### config.mk
export PLATFORM = sky130hd
export DESIGN_NAME = crc_gfmul_top
export DESIGN_NICKNAME = d
export VERILOG_FILES = /design/src/rtl/crc_gfmul_pkg.sv /design/src/rtl/crc_gfmul_clmul.sv /design/src/rtl/crc_gfmul_reduce.sv /design/src/rtl/crc_gfmul_top.sv
export SDC_FILE = /design/constraint.sdc
export NUM_CORES = 1
export LEC_CHECK = 0
export BUFFER_PORTS_ARGS = -buffer_cell sky130_fd_sc_hd__buf_2
export CORE_MARGIN = 2
export CORE_UTILIZATION = 40
export CTS_BUF_LIST = sky130_fd_sc_hd__clkbuf_16
export DETAILED_ROUTE_END_ITERATION = 8
export RECOVER_POWER = 100
export SLEW_MARGIN = 20
export SYNTH_ARGS = -nofsm -noshare
export SYNTH_HDL_FRONTEND = slang
export SYNTH_HIERARCHICAL = 1
export SYNTH_SLANG_ARGS = --single-unit
### constraint.sdc
create_clock -name clk -period 0.8 [get_ports clk]
set_input_delay 0.16 -clock clk [delete_from_list [all_inputs] [get_ports clk]]
set_output_delay 0.16 -clock clk [all_outputs]
set_load 0.01 [all_outputs]
### src/rtl/crc_gfmul_pkg.sv
package crc_gfmul_pkg;

  // Operand and result width (degree of the generator).
  localparam int unsigned GW = 16;
  // Width of the full carryless product.
  localparam int unsigned PROD_W = 2 * GW - 1;
  // Width of the part of the product above the result field.
  localparam int unsigned HI_W = PROD_W - GW;
  // Width of the reciprocal product hi * recip.
  localparam int unsigned RP_W = HI_W + GW - 1;
  // Low terms of the generator; the x^GW term is implicit.
  localparam logic [GW-1:0] GEN_LO = 16'h1021;
  localparam logic [GW:0]   GEN_FULL = {1'b1, GEN_LO};

  // floor(x^(2*GW-1) / generator), found by borrowless long division.
  function automatic logic [GW-1:0] calc_recip();
    logic [GW:0]   num;
    logic [GW-1:0] quo;
    num = '0;
    num[GW] = 1'b1;
    quo = '0;
    for (int i = 0; i < GW; i++) begin
      quo = {quo[GW-2:0], num[GW]};
      if (num[GW]) num = num ^ GEN_FULL;
      num = {num[GW-1:0], 1'b0};
    end
    return quo;
  endfunction

  localparam logic [GW-1:0] RECIP = calc_recip();

endpackage

### src/rtl/crc_gfmul_clmul.sv
// Carryless multiplier: each product column is the XOR of the operand bit
// pairs whose indices sum to that column. The XOR reduction is left to
// synthesis as a balanced 2-input tree.
module crc_gfmul_clmul #(
  parameter int unsigned AW = 16,
  parameter int unsigned BW = 16,
  localparam int unsigned PW = AW + BW - 1
) (
  input  logic [AW-1:0] a_i,
  input  logic [BW-1:0] b_i,
  output logic [PW-1:0] p_o
);

  for (genvar k = 0; k < PW; k++) begin : g_col
    logic [AW-1:0] terms;
    for (genvar i = 0; i < AW; i++) begin : g_row
      if ((k - i) >= 0 && (k - i) < BW) begin : g_on
        assign terms[i] = a_i[i] & b_i[k-i];
      end else begin : g_off
        assign terms[i] = 1'b0;
      end
    end
    assign p_o[k] = ^terms;
  end

endmodule

### src/rtl/crc_gfmul_reduce.sv
// Reciprocal-based reduction of a full carryless product modulo the generator.
module crc_gfmul_reduce
  import crc_gfmul_pkg::*;
(
  input  logic [PROD_W-1:0] prod_i,
  output logic [GW-1:0]     rem_o
);

  logic [HI_W-1:0]           hi;
  logic [RP_W-1:0]           rp;
  logic [HI_W-1:0]           quo;
  logic [HI_W+GW-2:0]        qg;
  logic                      unused_bits;

  assign hi = prod_i[PROD_W-1:GW];

  // quotient = (hi * recip) >> (GW-1)
  crc_gfmul_clmul #(.AW(HI_W), .BW(GW)) u_recip_mul (
    .a_i (hi),
    .b_i (RECIP),
    .p_o (rp)
  );

  assign quo = rp[RP_W-1:GW-1];

  // Only the low GW bits of quo*generator matter; the x^GW term of the
  // generator lands at or above bit GW and is dropped.
  crc_gfmul_clmul #(.AW(HI_W), .BW(GW)) u_gen_mul (
    .a_i (quo),
    .b_i (GEN_LO),
    .p_o (qg)
  );

  assign rem_o = prod_i[GW-1:0] ^ qg[GW-1:0];

  assign unused_bits = ^{rp[GW-2:0], qg[HI_W+GW-2:GW]};

endmodule

### src/rtl/crc_gfmul_top.sv
module crc_gfmul_top
  import crc_gfmul_pkg::*;
(
  input  logic          clk,
  input  logic          rst_n,
  input  logic          in_vld,
  input  logic [GW-1:0] op_a,
  input  logic [GW-1:0] op_b,
  output logic          out_vld,
  output logic [GW-1:0] out_res
);

  // Reset release synchroniser.
  logic [1:0] rst_sync_q;
  logic       rst_q;

  always_ff @(posedge clk or negedge rst_n) begin
    if (!rst_n) rst_sync_q <= 2'b00;
    else        rst_sync_q <= {rst_sync_q[0], 1'b1};
  end

  assign rst_q = rst_sync_q[1];

  // Datapath.
  logic [PROD_W-1:0] prod;
  logic [GW-1:0]     rem;

  crc_gfmul_clmul #(.AW(GW), .BW(GW)) u_prod_mul (
    .a_i (op_a),
    .b_i (op_b),
    .p_o (prod)
  );

  crc_gfmul_reduce u_reduce (
    .prod_i (prod),
    .rem_o  (rem)
  );

  // Next state.
  logic          vld_d, vld_q;
  logic          res_en;
  logic [GW-1:0] res_d, res_q;

  always_comb begin
    vld_d  = in_vld;
    res_en = in_vld;
    res_d  = rem;
  end

  // Registers.
  always_ff @(posedge clk or negedge rst_q) begin
    if (!rst_q) vld_q <= 1'b0;
    else        vld_q <= vld_d;
  end

  always_ff @(posedge clk or negedge rst_q) begin
    if (!rst_q)      res_q <= '0;
    else if (res_en) res_q <= res_d;
  end

  assign out_vld = vld_q;
  assign out_res = res_q;

  // Bit-serial model used only by the checks below.
  function automatic logic [GW-1:0] serial_mul(logic [GW-1:0] a, logic [GW-1:0] b);
    logic [GW-1:0] acc;
    acc = '0;
    for (int i = GW - 1; i >= 0; i--) begin
      acc = {acc[GW-2:0], 1'b0} ^ (acc[GW-1] ? GEN_LO : '0);
      if (b[i]) acc = acc ^ a;
    end
    return acc;
  endfunction

  // registered result matches the serial model of the captured operands
  assert_serial_match_R1: assert property (@(posedge clk) disable iff (!rst_q)
    in_vld |=> (out_res == serial_mul($past(op_a), $past(op_b))));

  // unit operand passes the other through
  assert_unit_pass_R2: assert property (@(posedge clk) disable iff (!rst_q)
    (in_vld && op_b == 16'h0001) |=> (out_res == $past(op_a)));

  // zero operand yields zero
  assert_zero_R3: assert property (@(posedge clk) disable iff (!rst_q)
    (in_vld && (op_a == '0 || op_b == '0)) |=> (out_res == '0));

  // each accepted request gives a valid pulse on the next cycle
  assert_vld_follow_R6: assert property (@(posedge clk) disable iff (!rst_q)
    in_vld |=> out_vld);

  // no request, no pulse, result held
  assert_idle_quiet_R7: assert property (@(posedge clk) disable iff (!rst_q)
    !in_vld |=> (!out_vld && $stable(out_res)));

endmodule

; Yosys cells after proc, flatten, opt, wreduce, memory -nomap -nowiden
; Cells that the tools add are included.
[totals]
ff_bits = 19
input_bits = 35
output_inout_bits = 17
word_cells = 322
[op_classes]
bitwise = 257
n_reduce_logical = 62
[op_table]
columns = operator, n
row1 = $reduce_xor 16->1, 31
row2 = $reduce_xor 15->1, 31
row3 = $and 1x1->1, 256
row4 = $xor 16x16->16, 1

; Longest topological paths before layout
[logic_depth]
ltp_word = 5
depth_mapped = 21
ltp_nobuf = 15

; Hierarchy
; Netlist, hierarchy kept.
[modules_own_cells]
columns = module, instances, cells_each, area_each_um2
row1 = crc_gfmul_clmul (u_reduce.u_gen_mul ...), 2, 474, 3123.0
row2 = crc_gfmul_clmul (u_prod_mul), 1, 545, 3811.2
row3 = crc_gfmul_top, 1, 38, 728.2
row4 = crc_gfmul_reduce, 1, 18, 147.6

; Worst setup path before layout
; Ideal clock, no wire load.
[synth_path]
kind = input -> register
start = in op_a[11]
end = reg res_q[14] (netlist: out_res[14])
t_arrival_ns = 3.603
required_ns = 0.675
setup_slack_ns = -2.928
stages = 20
path_cell_list = buf_4 buf_6 nand2_1 xnor2_1 xnor2_1 xnor2_1 xnor2_1 clkbuf_2 buf_4 nand2_1 xnor2_1 xnor2_1 xnor3_1 buf_6 nand2_1 xnor3_1 xnor3_1 xnor3_1 xor2_1 mux2_2
[synth_via]
elab_chain_len = 5
elab_cells_between_ends = 14
[synth_rtl]
columns = item, line_no
row1 = from (decl), crc_gfmul_top.sv:7  ; input logic [GW-1:0] op_a,
row2 = $and 1x1->1, crc_gfmul_clmul.sv:18  ; assign terms[i] = a_i[i] & b_i[k-i];
row3 = $reduce_xor 16->1, crc_gfmul_clmul.sv:23  ; assign p_o[k] = ^terms;
row4 = net prod[22], crc_gfmul_top.sv:25  ; logic [PROD_W-1:0] prod;
row5 = $reduce_xor 15->1, crc_gfmul_clmul.sv:23
row6 = net u_reduce.rp[17], crc_gfmul_reduce.sv:10  ; logic [RP_W-1:0] rp;
row7 = $reduce_xor 15->1, crc_gfmul_clmul.sv:23
row8 = net u_reduce.qg[14], crc_gfmul_reduce.sv:12  ; logic [HI_W+GW-2:0] qg;
row9 = $xor 16x16->16, crc_gfmul_reduce.sv:34  ; assign rem_o = prod_i[GW-1:0] ^ qg[GW-1:0];
row10 = net rem[14], crc_gfmul_top.sv:26  ; logic [GW-1:0] rem;
row11 = to (signal assigned), crc_gfmul_top.sv:58  ; else if (res_en) res_q <= res_d;
row12 = to (decl), crc_gfmul_top.sv:42  ; logic [GW-1:0] res_d, res_q;
; The timed path passes the listed nets, and every way through them passes these cells.
; A chain may end at the register's enable or synchronous reset.

; Final worst setup path
; Same ends and word-level chain as after synthesis.

==> key figures <==
Run status
  • Status: finished, violations left
  • Failing checks: negative setup slack

Pwr
  • PnR Total Power: 58.3 mW
  • Comb power frac: 0.949
  • Psw: 25.2 mW
  • Portion of total power attributed to sequential cells: 0.032
  • Clock share of power: 0.018
  • Int Pwr: 33.1 mW
  • Pleak: 5.22 nW
  • Pwr dens: 5310 mW/mm^2
  • Worst IR Drop VDD: 0.00330 V
  • Sw Ratio: 0.432

GRT
  • Vias in the first global route: 6,949
  • First-pass GRT wire length: 35.9 mm
  • Total grt overflow: 0
  • Initial antenna violation count: 0
  • Largest net degree at the start of global routing: 18
  • Total GRT Usage: 0.203

Timing
  • Final setup margin: -2.19 ns
  • RSZ-0062 raised after global routing: yes
  • Worst hold margin: 0.243 ns
  • Max Clk Rate: 335 MHz
  • Max-slew violations: 0
  • Final hold violations: 0
  • Endpoints failing setup: 33
  • Min cycle time layout: 2.99 ns
  • Tcrit/Tclk final: 3.74
  • Clock Skews: 0.00493 ns

Setup path
  • FF-to-FF Start: out_res[12]
  • Setup crit start kind: primary input
  • Req. time, crit path: 0.94 ns
  • Reg2reg setup slack: -0.12 ns
  • Worst EP arrival: 3.13 ns
  • Crit. End Element: register
  • Crit path kind: in2reg
  • Crit path max fanout: 5
  • Reg2Reg Capture Point: out_res[12]
  • R2r worst-path depth: 2

Floorplanning
  • Die footprint: 0.0217 sq mm
  • Core ar.: 0.0202 sq mm
  • Row count: 52
  • # IOs: 52
  • Die Ht: 147 microns
  • Width of the chip: 147 microns
  • Initial core utilization: 0.407

Place
  • GP Congestion: 0.865
  • DP HPWL: 16.5 mm
  • Dpl ws: -2.62 ns
  • Placed insts: 1,566
  • Number of buffers added on ports: 51

Synthesis
  • Synth Instances: 1,140
  • Mean post-synth cell area: 7.22 sq um
  • Ys Warns: 6
  • Syn Std Cell Area: 0.00823 sq mm

Clock network
  • TritonCTS Buffers: 3
  • CTS tree: yes
  • H-tree depth: 1
  • Clk sinks: 19
  • Worst-Skew Late Latency: 0.25 ns
  • CTS clk-pin slew, worst paths: 0.06 ns
  • Clk root buf: clkbuf_16
  • Clk buf depth: 2

Job
  • Maximum Capacitance Violations: 0

Drt
  • Drt total wl: 22.8 mm
  • Number of DRC markers in iteration 0: 458
  • Wirelength per Cell: 14.0 microns
  • Detail Route Antenna Nets: 0
  • Residual DRC count: 0
  • Via count: 7,229
  • Routed vias/inst: 4.43
  • Router iterations before antenna repair: 5

Min path
  • Hold WC Path Type: in2async

Finish
  • Fraction of layout cells with a size suffix above 1: 0.337
  • Synthesis-to-layout area growth: 33.3%
  • Final net count: 1,397
  • Fillers: 1,850
  • Number of diodes: 0
  • Finished Layout Cells: 1,631
[critical path, cell delays in order]
cell	delay, ns
buf_6	0.11
buf_12	0.12
nand2_2	0.08
xor2_2	0.16
xnor2_1	0.15
xnor2_1	0.15
buf_4	0.20
nand2_2	0.06
xnor2_1	0.13
xnor3_1	0.23
xnor3_2	0.44
nand2_2	0.08
xnor3_1	0.22
xnor3_1	0.20
xnor3_1	0.22
xor2_1	0.15
mux2_2	0.26
[per-layer routing]
metal	share of wire	track usage
met4	0.014	0.0293
met1	0.43	0.264
met3	0.033	0.00586
met2	0.52	0.383
met5	0	0
[cell usage in the layout (no fill, tap or decap), types with 20 or more instances in the layout]
cell type  instances
nand2_1          405
xnor3_1           20
xnor2_2           65
conb_1           122
xor2_1            94
nand2_2           74
xnor2_1          237
buf_6             37
buf_2             29
nand2_4           27
buf_4            153
[worst max path at each step]
stage | start | to | slack [ns] | cells after the start
4_1_cts | op_b[13] | out_res[13] | -2.18 | 16
3_5_place_dp | op_a[7] | out_res[5] | -2.62 | 18
2_1_floorplan | op_b[15] | out_res[11] | -2.37 | 20
3_3_place_gp | op_b[11] | out_res[5] | -2.61 | 18
5_1_grt | op_a[10] | out_res[15] | -2.35 | 18
6_report | op_a[11] | out_res[14] | -2.19 | 17
[power groups by stage]
stage          registers, mW  clock network, mW  logic [mW]
2_1_floorplan           2.08                  0        42.7
3_3_place_gp            1.89                  0        45.2
3_5_place_dp            1.89                  0        45.9
4_1_cts                 1.87               1.09        49.7
5_1_grt                 1.90               1.13        57.6
6_report                1.89               1.07        55.3
[timing repair]
action                     CTS  global route
buffers inserted            42            21
pin swaps                  107            73
gates resized for setup    141            87
hold endpoints to repair     2             0
setup endpoints to repair   33            33
hold buffers                 1             0
gates cloned                 1             0
[through the flow]
step | cell area, sq um | TNS [ns] | utilization
detailed placement | 9410 | -39.92 | 0.465
global route | 11000 | -38.18 | 0.543
finish | 11000 | -35.58 | 0.543
floorplan | 9000 | -35.28 | -
CTS | 10400 | -35.23 | 0.514
global placement | 9410 | -39.70 | 0.465
[final cells by class]
class	count	area (sq um)	share of cell area
multi-input combinational	1089	7890	0.719
timing repair buffer	249	2190	0.200
sequential	19	475	0.0433
tap	270	338	0.0308
clock buffer	3	75.1	0.00684
clock inverter	1	5.00	0.000456
[state kept, by name, summed over array words and instances (netlist names)]
signal      flops
rst_sync_q      2
out_res        16
out_vld         1
(Power assumes the default switching activity.)
